`config.mk`:
```
export PLATFORM = sky130hd
export DESIGN_NAME = win_addr_xlate
export DESIGN_NICKNAME = d
export VERILOG_FILES = /design/src/rtl/wxl_pkg.sv /design/src/rtl/wxl_map_regs.sv /design/src/rtl/wxl_data_xlate.sv /design/src/rtl/wxl_fetch_xlate.sv /design/src/rtl/win_addr_xlate.sv
export SDC_FILE = /design/constraint.sdc
export NUM_CORES = 1
export LEC_CHECK = 0
export ABC_CLOCK_PERIOD_IN_PS = 3750
export CAP_MARGIN = 20
export CORE_AREA = 2 2 143 145
export DETAILED_ROUTE_END_ITERATION = 8
export DIE_AREA = 0 0 145 147
export PLACE_DENSITY = 0.68
export SKIP_LAST_GASP = 1
export SLEW_MARGIN = 20
export SYNTH_ARGS = -nofsm -noshare
export SYNTH_HDL_FRONTEND = slang
export SYNTH_HIERARCHICAL = 1
export SYNTH_SLANG_ARGS = --single-unit
```
`constraint.sdc`:
```
create_clock -name clk -period 3.75 [get_ports clk]
set_input_delay 0.75 -clock clk [delete_from_list [all_inputs] [get_ports clk]]
set_output_delay 0.75 -clock clk [all_outputs]
set_load 0.005 [all_outputs]
```
`src/rtl/wxl_pkg.sv`:
```
package wxl_pkg;
    localparam int MAP_W = 16;

    typedef enum logic [1:0] {
        TGT_DRAM = 2'd0,
        TGT_IMEM = 2'd1,
        TGT_UMEM = 2'd2
    } tgt_e;

    typedef enum logic [1:0] {
        SEL_DMAP  = 2'd0,
        SEL_IMAP0 = 2'd1,
        SEL_IMAP1 = 2'd2,
        SEL_NONE  = 2'd3
    } msel_e;

    typedef struct packed {
        logic [MAP_W-1:0] dmap;
        logic [MAP_W-1:0] imap0;
        logic [MAP_W-1:0] imap1;
    } maps_t;

    localparam logic [MAP_W-1:0] IMAP_RST = 16'h1000;
    localparam logic [MAP_W-1:0] DMAP_RST = 16'h0000;
    localparam int               FLAG_BIT = 12;
endpackage

```
`src/rtl/wxl_map_regs.sv`:
```
module wxl_map_regs
    import wxl_pkg::*;
(
    input  logic             clk,
    input  logic             rst_n,
    input  logic             wr_en,
    input  logic [1:0]       wr_sel,
    input  logic [MAP_W-1:0] wr_data,
    output maps_t            maps
);
    maps_t maps_d, maps_q;

    always_comb begin
        maps_d = maps_q;
        if (wr_en) begin
            case (msel_e'(wr_sel))
                SEL_DMAP:  maps_d.dmap  = wr_data;
                SEL_IMAP0: maps_d.imap0 = wr_data;
                SEL_IMAP1: maps_d.imap1 = wr_data;
                default:   maps_d       = maps_q;
            endcase
        end
    end

    always_ff @(posedge clk or negedge rst_n) begin
        if (!rst_n) begin
            maps_q.dmap  <= DMAP_RST;
            maps_q.imap0 <= IMAP_RST;
            maps_q.imap1 <= IMAP_RST;
        end else begin
            maps_q <= maps_d;
        end
    end

    assign maps = maps_q;

    assert_dmap_wr_R10: assert property (@(posedge clk) disable iff (!rst_n)
        (wr_en && wr_sel == 2'd0) |=> (maps.dmap == $past(wr_data)));
    assert_imap1_wr_R10: assert property (@(posedge clk) disable iff (!rst_n)
        (wr_en && wr_sel == 2'd2) |=> (maps.imap1 == $past(wr_data)));
    assert_bad_sel_R10: assert property (@(posedge clk) disable iff (!rst_n)
        (wr_en && wr_sel == 2'd3) |=> $stable(maps));
    assert_idle_hold_R10: assert property (@(posedge clk) disable iff (!rst_n)
        !wr_en |=> $stable(maps));
endmodule

```
`src/rtl/wxl_data_xlate.sv`:
```
module wxl_data_xlate
    import wxl_pkg::*;
#(
    parameter int SEG_W = 8,
    parameter int OFF_W = 18
) (
    input  logic [15:0]         addr,
    input  logic [MAP_W-1:0]    dmap,
    input  logic [2**SEG_W-1:0] present,
    output logic [1:0]          tgt,
    output logic [OFF_W-1:0]    off,
    output logic [SEG_W-1:0]    seg,
    output logic                io_warn,
    output logic                map_fault
);
    localparam int WIN_W = 14;

    logic in_window, in_io, quiet;

    always_comb begin
        in_window = (addr[15:14] == 2'b10);
        in_io     = (addr[15:14] == 2'b11);
        quiet     = (addr[15:4] == 12'hFF0);
        tgt       = TGT_DRAM;
        off       = OFF_W'(addr);
        seg       = '0;
        io_warn   = in_io && !quiet;
        map_fault = 1'b0;
        if (in_window) begin
            if (dmap[FLAG_BIT]) begin
                tgt = TGT_IMEM;
                off = OFF_W'({dmap[3:0], addr[WIN_W-1:0]});
            end else begin
                tgt       = TGT_UMEM;
                seg       = SEG_W'(dmap[9:3]);
                off       = OFF_W'({dmap[2:0], addr[WIN_W-1:0]});
                map_fault = !present[SEG_W'(dmap[9:3])];
            end
        end
    end
endmodule

```
`src/rtl/wxl_fetch_xlate.sv`:
```
module wxl_fetch_xlate
    import wxl_pkg::*;
#(
    parameter int PC_W  = 16,
    parameter int SEG_W = 8,
    parameter int OFF_W = PC_W + 2
) (
    input  logic [PC_W-1:0]     pc,
    input  logic [MAP_W-1:0]    imap0,
    input  logic [MAP_W-1:0]    imap1,
    input  logic [2**SEG_W-1:0] present,
    output logic [1:0]          tgt,
    output logic [OFF_W-1:0]    off,
    output logic [SEG_W-1:0]    seg,
    output logic                ill_fault
);
    localparam int SPLIT_BIT = 17;

    logic [OFF_W-1:0] byte_addr;
    logic [MAP_W-1:0] imap;

    always_comb begin
        byte_addr = OFF_W'({pc, 2'b00});
        imap      = byte_addr[SPLIT_BIT] ? imap1 : imap0;
        off       = byte_addr;
        if (imap[FLAG_BIT]) begin
            tgt       = TGT_IMEM;
            seg       = '0;
            ill_fault = 1'b0;
        end else begin
            tgt       = TGT_UMEM;
            seg       = imap[SEG_W-1:0];
            ill_fault = !present[imap[SEG_W-1:0]];
        end
    end
endmodule

```
`src/rtl/win_addr_xlate.sv`:
```
module win_addr_xlate
    import wxl_pkg::*;
#(
    parameter int PC_W  = 16,
    parameter int SEG_W = 8
) (
    input  logic                clk,
    input  logic                rst_n,
    input  logic                map_wr_en,
    input  logic [1:0]          map_wr_sel,
    input  logic [15:0]         map_wr_data,
    input  logic [2**SEG_W-1:0] seg_present,
    input  logic [15:0]         d_addr,
    output logic [1:0]          d_tgt,
    output logic [PC_W+1:0]     d_offset,
    output logic [SEG_W-1:0]    d_seg,
    output logic                d_io_warn,
    output logic                d_map_fault,
    input  logic [PC_W-1:0]     pc,
    output logic [1:0]          f_tgt,
    output logic [PC_W+1:0]     f_offset,
    output logic [SEG_W-1:0]    f_seg,
    output logic                f_ill_fault
);
    localparam int OFF_W = PC_W + 2;

    maps_t maps;

    wxl_map_regs u_regs (
        .clk     (clk),
        .rst_n   (rst_n),
        .wr_en   (map_wr_en),
        .wr_sel  (map_wr_sel),
        .wr_data (map_wr_data),
        .maps    (maps)
    );

    wxl_data_xlate #(.SEG_W(SEG_W), .OFF_W(OFF_W)) u_data (
        .addr      (d_addr),
        .dmap      (maps.dmap),
        .present   (seg_present),
        .tgt       (d_tgt),
        .off       (d_offset),
        .seg       (d_seg),
        .io_warn   (d_io_warn),
        .map_fault (d_map_fault)
    );

    wxl_fetch_xlate #(.PC_W(PC_W), .SEG_W(SEG_W), .OFF_W(OFF_W)) u_fetch (
        .pc        (pc),
        .imap0     (maps.imap0),
        .imap1     (maps.imap1),
        .present   (seg_present),
        .tgt       (f_tgt),
        .off       (f_offset),
        .seg       (f_seg),
        .ill_fault (f_ill_fault)
    );

    assert_low_direct_R1: assert property (@(posedge clk) disable iff (!rst_n)
        !d_addr[15] |-> (d_tgt == 2'd0 && d_offset == OFF_W'(d_addr) && !d_io_warn));
    assert_io_warn_R2: assert property (@(posedge clk) disable iff (!rst_n)
        d_io_warn |-> (d_addr >= 16'hC000 && d_addr[15:4] != 12'hFF0 && d_tgt == 2'd0));
    assert_win_fault_R5: assert property (@(posedge clk) disable iff (!rst_n)
        d_map_fault |-> (d_tgt == 2'd2 && !seg_present[d_seg]));
    assert_fetch_off_R7: assert property (@(posedge clk) disable iff (!rst_n)
        (f_offset == OFF_W'({pc, 2'b00})) && (f_tgt != 2'd0));
    assert_ill_fault_R8: assert property (@(posedge clk) disable iff (!rst_n)
        f_ill_fault |-> (f_tgt == 2'd2 && !seg_present[f_seg]));
endmodule

```
==> metrics.txt <==
P_sw 1380 uW; Fmax 262 MHz; Comb power frac 74.9%; initial antenna violation count 4; Slew HR 56.4%; Fin. Hold Viols 0; DRC Markers 0; synth warn 6; ANT nets after route 0; gpl congestion 0.888; Seq pwr share 14.2%; CP max-delay cell mux2_8; power density cells 342 mW/mm2; Die Ht 147 um; clock-pin slew on the worst setup and hold paths 0.04 ns; largest net degree at the start of global routing 41; slowest stage delay, CP 0.36 ns; HPWL Detailed 22.1 mm; CP dominant cell by count buf_12; critical path launch point type primary input; max_cap viols 0; crit-path max FO 9; crit path cell chain buf_12, mux2_8, buf_12, buf_16, mux2i_1, o22ai_1, nor4_2, buf_4, o21ai_2, a31oi_2, a31oi_4, a211oi_4, buf_2; Worst Hold Class reg2reg; # setup viols final 1; clk_lat worst skew 0.27 ns; Final Worst Setup Slack -0.0713 ns; Final Max Slew Viols 0; RSZ-0062 raised after global routing true; GRT overflow 0; max FFs per register 29; Mapped Avg Cell Area 7.95 um2; Starting Density 26.9%; CP top delay family compound AO/OA/AOI/OAI gates; core box area 0.0198 mm2; Buffers on Ports 321; Clock Skew 0 ns; DRT Pass-1 Iters 5; leak pwr 0.00397 uW; Root Buffer Master clkbuf_16; vias post-DR 6808; CTS tree yes; share of cells above drive strength 1 21.8%; Bufs and invs on worst path 5; Setup Slack @ Placement -0.936 ns; Cell Area, Synth 0.00533 mm2; area delta synth->final 85.6%; Boundary Pins 368; row count 52; drt initial violations 444; final period demand of the worst path 3.82 ns; via/cell ratio 5.24; crit share post-route 102%; Crit path arrival time 3.07 ns; placed cells 1264; Sw Share 40.7%; Die ar. 0.0213 mm2; peak supply drop 0.225 mV; cell count after synthesis 670; total routed wirelength 27.8 mm; Worst Setup End Kind output pin; first-pass GRT wire length 40.5 mm; CTS Buf Count 5; Clock Sinks 29; status finished, violations left; internal power 2000 uW; clock power share 10.9%; WP data required 3.00 ns; Hold Buf Count CTS 0; routed len/inst 21.4 um; failing checks negative setup slack; Total GRT Usage 24.4%; Die X-Extent 145 um; CTS max path bufs 2; vias in the first global route 6981; nets 1333; critical path class in2out; H-tree Lvls 2; final instance count without filler cells 1298; Worst-Margin Slew 0.654 ns
==> power by group through the flow <==
stage,registers [uW],clock network (uW),logic (uW)
floorplan,412,0,1230
global placement,475,0,2170
detailed placement,479,0,2190
CTS,479,381,2340
global route,491,398,2680
finish,480,367,2530
==> routing by layer <==
layer	vias to the layer above	part of all wire, %	GRT usage, %
li1	3168	-	-
met1	3246	42	30.7
met2	346	49	42.9
met3	46	6.8	4.41
met4	2	2.5	6.88
met5	-	0.047	0
==> path summary, 6_finish.rpt <==
| kind | from | to | slack (ns) | depth (start not counted) |
|---|---|---|---|---|
| min reg2reg | u_regs/maps[34] | u_regs/maps[34] | 0.50 | 1 |
| min | u_regs/maps[34] | u_regs/maps[34] | 0.50 | 1 |
| max in group asynchronous | rst_n | u_regs/maps[28] | 2.53 | 2 |
| max | pc[15] | f_ill_fault | -0.07 | 13 |
| min in group asynchronous | rst_n | u_regs/maps[40] | 0.89 | 2 |
| max reg2reg | u_regs/maps[17] | u_regs/maps[17] | 2.62 | 2 |
==> per-stage QoR <==
stage	util, %	TNS [ns]	area (um2)	total power [uW]	hold WS, ns
after floorplan	-	0	5330	1640	0.454
after global placement	45.9	-1.12	9110	2650	0.483
after detailed placement	45.9	-1.13	9110	2670	0.495
after CTS	48.1	-0.156	9540	3200	0.505
after global routing	49.8	-0.148	9890	3570	0.535
final	49.8	-0.0713	9890	3380	0.502
==> layout by cell type (no fill, tap or decap), types with 4 or more instances in the layout <==
master           count
a211oi_2             4
a21oi_1             31
a22oi_1             12
a31oi_1              4
a32oi_1              8
and2_1              12
buf_12              14
buf_4               82
buf_6                4
buf_8                4
clkbuf_16            9
clkdlybuf4s50_1    318
dfrtp_1             26
inv_1                4
mux2_2              34
mux2i_1             76
mux2i_4              5
mux4_2              23
nand2_1            160
nand2b_1             4
nand3_1             50
nand4_1             12
nor2_1              14
nor2b_1             10
nor4_1               8
nor4_2               5
o22ai_1             19
==> layout make-up <==
type	instances	area, um2
antenna	3	7.51
clock buffer	7	133
clock inverter	1	5.00
fill	1923	9950
inverter	4	15.0
multi-input combinational	552	4240
sequential	29	732
tap	270	338
timing repair buffer	432	4420
==> timing repair <==
item,CTS,global route
gates cloned,4,4
endpoints found under the setup margin,2,2
resized for setup,42,32
pin swaps,12,17
setup buffers,6,12
(Power assumes the default switching activity.)
